$ cat src/rtl/ivu_pkg.sv
package ivu_pkg;

  typedef enum logic [1:0] {
    SRC_NONE = 2'd0,
    SRC_IRQ  = 2'd1,
    SRC_SWI  = 2'd2,
    SRC_NMI  = 2'd3
  } ivuSrc_t;

  // strobes from control to datapath
  typedef struct packed {
    logic    start;    // service begins on this edge
    ivuSrc_t src;      // winning source when start is set
    logic    lowByte;  // second byte of the vector pair
    logic    busy;     // vector fetch in progress
  } ivuStrobe_t;

  localparam logic [1:0] BS_RUN    = 2'b00;
  localparam logic [1:0] BS_INTACK = 2'b01;
  localparam logic [1:0] BS_SYNC   = 2'b10;
  localparam logic [1:0] BS_HALT   = 2'b11;

endpackage

$ cat src/rtl/ivu_ctrl.sv
module ivu_ctrl
  import ivu_pkg::*;
(
  input  logic       clk,
  input  logic       rstN,
  input  logic       instrEnd,
  input  logic       swiReq,
  input  logic       irqN,
  input  logic       vecStep,
  input  logic       nmiPend,
  input  logic       maskI,
  output ivuStrobe_t strobe
);

  typedef enum logic [1:0] {ST_IDLE, ST_HI, ST_LO} ivuState_t;

  ivuState_t state, stateNext;
  ivuSrc_t   pick;
  logic      irqLive;

  // fixed priority: non-maskable, software, maskable
  always_comb begin
    irqLive = !irqN && !maskI;
    if (nmiPend)      pick = SRC_NMI;
    else if (swiReq)  pick = SRC_SWI;
    else if (irqLive) pick = SRC_IRQ;
    else              pick = SRC_NONE;
  end

  always_comb begin
    strobe.start   = (state == ST_IDLE) && instrEnd && (pick != SRC_NONE);
    strobe.src     = pick;
    strobe.lowByte = (state == ST_LO);
    strobe.busy    = (state != ST_IDLE);
  end

  always_comb begin
    stateNext = state;
    unique case (state)
      ST_IDLE: if (strobe.start) stateNext = ST_HI;
      ST_HI:   if (vecStep)      stateNext = ST_LO;
      ST_LO:   if (vecStep)      stateNext = ST_IDLE;
      default:                   stateNext = ST_IDLE;
    endcase
  end

  always_ff @(posedge clk or negedge rstN) begin
    if (!rstN) state <= ST_IDLE;
    else       state <= stateNext;
  end

  AST_START_AT_BOUNDARY: assert property (@(posedge clk) disable iff (!rstN)
    $rose(strobe.busy) |-> $past(instrEnd));

  AST_MASKED_IRQ_IGNORED: assert property (@(posedge clk) disable iff (!rstN)
    ($rose(strobe.busy) && $past(maskI)) |-> $past(nmiPend || swiReq));

  AST_LOW_AFTER_HIGH: assert property (@(posedge clk) disable iff (!rstN)
    $rose(strobe.lowByte) |-> ($past(strobe.busy) && $past(vecStep)));

endmodule

$ cat src/rtl/ivu_dp.sv
module ivu_dp
  import ivu_pkg::*;
#(
  parameter int unsigned        ADDR_W  = 16,
  parameter logic [ADDR_W-1:0]  VEC_IRQ = 16'hFFF8,
  parameter logic [ADDR_W-1:0]  VEC_SWI = 16'hFFFA,
  parameter logic [ADDR_W-1:0]  VEC_NMI = 16'hFFFC
)(
  input  logic              clk,
  input  logic              rstN,
  input  logic              nmiN,
  input  logic              maskSet,
  input  logic              maskClr,
  input  logic              haltAck,
  input  logic              syncAck,
  input  ivuStrobe_t        strobe,
  output logic              nmiPend,
  output logic              maskI,
  output logic [ADDR_W-1:0] vecAddr,
  output logic [1:0]        busStatus
);

  logic              nmiPrev;
  logic              nmiFall;
  logic              nmiTaken;
  logic [ADDR_W-1:0] vecBase;

  assign nmiFall  = nmiPrev && !nmiN;
  assign nmiTaken = strobe.start && (strobe.src == SRC_NMI);

  // edge latch for the non-maskable pin; a fresh edge outranks the clear
  always_ff @(posedge clk or negedge rstN) begin
    if (!rstN) begin
      nmiPrev <= 1'b1;
      nmiPend <= 1'b0;
    end else begin
      nmiPrev <= nmiN;
      nmiPend <= (nmiPend && !nmiTaken) || nmiFall;
    end
  end

  always_ff @(posedge clk or negedge rstN) begin
    if (!rstN)                       maskI <= 1'b1;
    else if (strobe.start || maskSet) maskI <= 1'b1;
    else if (maskClr)                maskI <= 1'b0;
  end

  always_ff @(posedge clk or negedge rstN) begin
    if (!rstN) vecBase <= '0;
    else if (strobe.start) begin
      unique case (strobe.src)
        SRC_NMI: vecBase <= VEC_NMI;
        SRC_SWI: vecBase <= VEC_SWI;
        default: vecBase <= VEC_IRQ;
      endcase
    end
  end

  assign vecAddr = vecBase + ADDR_W'(strobe.lowByte);

  always_comb begin
    if (!rstN || strobe.busy) busStatus = BS_INTACK;
    else if (haltAck)         busStatus = BS_HALT;
    else if (syncAck)         busStatus = BS_SYNC;
    else                      busStatus = BS_RUN;
  end

  AST_MASK_ON_ENTRY: assert property (@(posedge clk) disable iff (!rstN)
    strobe.start |=> maskI);

  AST_ACK_WHILE_FETCH: assert property (@(posedge clk) disable iff (!rstN)
    strobe.busy |-> (busStatus == BS_INTACK));

  AST_NMI_WINS: assert property (@(posedge clk) disable iff (!rstN)
    (strobe.start && nmiPend) |-> (strobe.src == SRC_NMI));

  AST_NMI_HELD: assert property (@(posedge clk) disable iff (!rstN)
    (nmiPend && !nmiTaken) |=> nmiPend);

endmodule

$ cat src/rtl/ivu_top.sv
module ivu_top
  import ivu_pkg::*;
#(
  parameter int unsigned       ADDR_W  = 16,
  parameter logic [ADDR_W-1:0] VEC_IRQ = 16'hFFF8,
  parameter logic [ADDR_W-1:0] VEC_SWI = 16'hFFFA,
  parameter logic [ADDR_W-1:0] VEC_NMI = 16'hFFFC
)(
  input  logic              clk,
  input  logic              rstN,
  input  logic              irqN,
  input  logic              nmiN,
  input  logic              swiReq,
  input  logic              instrEnd,
  input  logic              vecStep,
  input  logic              maskSet,
  input  logic              maskClr,
  input  logic              haltAck,
  input  logic              syncAck,
  output logic              vecValid,
  output logic [ADDR_W-1:0] vecAddr,
  output logic              maskI,
  output logic [1:0]        busStatus
);

  ivuStrobe_t strobe;
  logic       nmiPend;

  ivu_ctrl u_ctrl (
    .clk      (clk),
    .rstN     (rstN),
    .instrEnd (instrEnd),
    .swiReq   (swiReq),
    .irqN     (irqN),
    .vecStep  (vecStep),
    .nmiPend  (nmiPend),
    .maskI    (maskI),
    .strobe   (strobe)
  );

  ivu_dp #(
    .ADDR_W  (ADDR_W),
    .VEC_IRQ (VEC_IRQ),
    .VEC_SWI (VEC_SWI),
    .VEC_NMI (VEC_NMI)
  ) u_dp (
    .clk       (clk),
    .rstN      (rstN),
    .nmiN      (nmiN),
    .maskSet   (maskSet),
    .maskClr   (maskClr),
    .haltAck   (haltAck),
    .syncAck   (syncAck),
    .strobe    (strobe),
    .nmiPend   (nmiPend),
    .maskI     (maskI),
    .vecAddr   (vecAddr),
    .busStatus (busStatus)
  );

  assign vecValid = strobe.busy;

endmodule

$ cat config.mk
export PLATFORM = sky130hd
export DESIGN_NAME = ivu_top
export DESIGN_NICKNAME = d
export VERILOG_FILES = /design/src/rtl/ivu_pkg.sv /design/src/rtl/ivu_ctrl.sv /design/src/rtl/ivu_dp.sv /design/src/rtl/ivu_top.sv
export SDC_FILE = /design/constraint.sdc
export NUM_CORES = 1
export LEC_CHECK = 0
export BUFFER_PORTS_ARGS = -buffer_cell sky130_fd_sc_hd__buf_2
export CORE_AREA = 2 2 39 41
export CTS_CLUSTER_DIAMETER = 80
export DETAILED_ROUTE_END_ITERATION = 8
export DIE_AREA = 0 0 41 43
export HOLD_SLACK_MARGIN = 0.06
export PLACE_DENSITY = 0.69
export SLEW_MARGIN = 20
export SYNTH_ARGS = -nofsm -noshare
export SYNTH_HDL_FRONTEND = slang
export SYNTH_SLANG_ARGS = --single-unit
$ cat constraint.sdc
create_clock -name clk -period 1.9 [get_ports clk]
set_input_delay 0.38 -clock clk [delete_from_list [all_inputs] [get_ports clk]]
set_output_delay 0.38 -clock clk [all_outputs]
set_load 0.01 [all_outputs]
==> metrics <==
Synth Flop Type=dfrtp_1; placed cell count=75; die area=0.00176 mm2; via count=336; Chip Width=a little over 40 um; Layout area overhead=22.5%; CTS tree=done; RSZ-0062 raised after global routing=false; Worst Path Required=~1.5 ns; Lkg Pwr=0.297 nW; Post-Synth Adder-Cell Area=0; clock skew=0.00635 ns; TritonCTS buffer count=3; CTS Root Cell=clkbuf_4; Top cell by count, worst path=buf_2; number of synthesis warnings=0; Hold Path Class=primary input to flop; Seq/Total Area, Yosys=0.433; Slowest-stage cell, CP=dlygate4sd3_1; Buf/Inv on CP=3; # resized after CTS=0; CP Cell Sequence=dlygate4sd3_1, buf_2, o211a_1, buf_2; Final Slew Violations=0; CP max FO=10; Hold EP=u_dp.nmiPrev$_DFF_PN1_; Net count, final=76; Slew headroom=0.766; DRC Markers=0; post-synthesis cell count=42; initial antenna violation count=0; Worst path max stage delay=approximately 0.52 ns; slew of the pin with the lowest slew margin=0.350 ns; CP delay by family, top=buffers and inverters; hold_sp=nmiN; gr usage total=0.104; diode count=0; Synth top area share=0.321; Worst EP arrival=approximately 1.4 ns; Post-Layout Inst Area=roughly 570 um2; WHS Path Cells=1; Avg Synthesized Cell Area=roughly 11 um2; port bufs=30; grt ovf=0; post-layout min period=about 1.8 ns; Post-DRT Antenna Nets=0; vias in the first global route=about 280; R2R setup slack=~0.53 ns; number of synthesized flops with an enable pin=0; Tcrit/Tclk final=0.957; Starting Density=0.338; CTS Sinks=8; Hold WS=0.234 ns; Synth Area in Simple Gates=0.123; first-pass GRT wire length=1180 um; Placer Congestion=~0.74; Max Clk Rate=roughly 550 MHz; placed cell areas=between 500 and 600 um2; largest net degree at the start of global routing=15; CTS H-tree lvls=1; outcome=finished, final reports clean; DRT Pass-1 Iters=1; Clk Latency, worst-skew pair=approximately 0.25 ns; fill count=138; Layout Cells excl Fill=79; Die Ht=43 um; area used by multi-input combinational logic=153 um2; Core Box Area=between 0.001 and 0.0015 mm2; final hold viol count=0; share of cells above drive strength 1=0.651; Crit. End Element=primary output; per-cell routed wire length=approximately 10 um; largest family of logic cells by synthesized area=buffers and inverters; leading area contributor after synthesis=dfrtp_1; Ports=31; post-synthesis cell type count=18; setup TNS=0 ns; Pwr per Cell Area=1220 mW/mm2; First DRT Iteration DRCs=0; FF-to-FF End=u_dp.vecBase[1]$_DFFE_PN0P_; worst reg2reg path depth=3; Post-synth ARST share=1.00; Post-synth top cells=buf_4, dfrtp_1, inv_1, nand2b_1; Peak VDD IR=503 uV; Post-Route WL=just under 800 um; Clock Pin Slew Worst Setup and Hold Paths=around 0.060 ns; synth top area cells=dfrtp_1, buf_4, dfstp_2; Post-Syn Nets=53; # Post-CTS Setup Buffers=0; FP Rows=14; via/cell ratio=4.25; FF-to-FF Start=u_dp.maskI$_DFFE_PN1P_; most common cell in the netlist=buf_4; Place WS=roughly 0.53 ns; Yosys reg bits=8; final worst slack=just over 0.08 ns; cell area after synthesis=approximately 470 um2; mux cell area share after synthesis=0.0856; post-synthesis compound-gate area fraction=0.118; max cap viols=0; final setup fails=0; Worst setup SP type=primary input; Register Area=203 um2; xor and xnor area share after synthesis=0; Setup Crit Path Kind=primary input to primary output; CTS max path bufs=2
==> worst max-delay path by stage <==
| stage | from | endpoint | slack [ns] | cells after the start |
|---|---|---|---|---|
| after floorplan | u_dp.maskI$_DFFE_PN1P_ | u_dp.vecBase[2]$_DFFE_PN0P_ | 0.54 | 3 |
| after global placement | u_dp.maskI$_DFFE_PN1P_ | u_dp.vecBase[2]$_DFFE_PN0P_ | 0.56 | 3 |
| after detailed placement | u_dp.maskI$_DFFE_PN1P_ | u_dp.vecBase[1]$_DFFE_PN0P_ | 0.53 | 3 |
| after CTS | rstN | busStatus[1] | 0.06 | 4 |
| after global routing | rstN | busStatus[1] | 0.005 | 4 |
| final | rstN | busStatus[1] | 0.08 | 4 |
==> cells in the final DEF, fill, tap and decap left out <==
| cell type | n |
|---|---|
| nor2_1 | 1 |
| o311ai_4 | 1 |
| nand3b_1 | 1 |
| clkbuf_4 | 3 |
| inv_1 | 3 |
| nand2_1 | 2 |
| mux2i_1 | 1 |
| a21oi_1 | 1 |
| dfrtp_1 | 6 |
| and2b_2 | 1 |
| nand2b_1 | 3 |
| dfstp_2 | 2 |
| o211a_1 | 1 |
| buf_2 | 30 |
| a22o_1 | 1 |
| nor2_4 | 1 |
| inv_2 | 1 |
| o21ai_1 | 1 |
| mux2_4 | 2 |
| dlygate4sd3_1 | 1 |
==> where the power goes <==
part	switching (mW)	internal, mW	leakage (nW)
registers	0.0517	0.229	0.0914
logic	0.138	0.153	0.192
clock network	0.0560	0.0722	0.0138
==> what timing repair did <==
action	in CTS	in global routing
endpoints found under the hold margin	6	0
endpoints found under the setup margin	0	0
hold buffers	1	0
==> worst register-to-register path, cell delays in order (launching register included) <==
cell      delay [ns]
dfstp_2         0.53
nor2_1          0.07
o311ai_4        0.32
mux2_4          0.33
==> logic make-up after synthesis <==
logic type             Yosys count
muxes                            3
AOI/OAI and AO/OA                5
and+or+nand+nor                  9
DFF                              8
buffers and inverters           17
==> cell type report <==
cell class | count | share of cell area
clock buffer | 3 | 0.0393
timing repair buffer | 31 | 0.279
multi-input combinational | 17 | 0.266
inverter | 4 | 0.0262
tap | 16 | 0.0349
sequential | 8 | 0.354
==> layer usage <==
layer	share of wire	vias up	track usage	wire length, um
met1	0.44	150	0.153	350
met2	0.47	18	0.131	370
met4	0	0	0.0600	0
met3	0.090	0	0.0314	71
li1	-	168	-	-
met5	0	-	0	0
==> flip-flops by register name, indices dropped and copies added (netlist names) <==
signal	flops
u_dp.vecBase	3
u_ctrl.state	2
u_dp.maskI	1
u_dp.nmiPend	1
u_dp.nmiPrev	1
==> through the flow <==
step | utilization | power [mW]
detailed placement | 0.391 | 0.577
finish | 0.414 | 0.700
floorplan | - | 0.489
global placement | 0.391 | 0.574
global route | 0.414 | 0.754
CTS | 0.414 | 0.714
No activity file was read; power rests on OpenSTA's default activity.
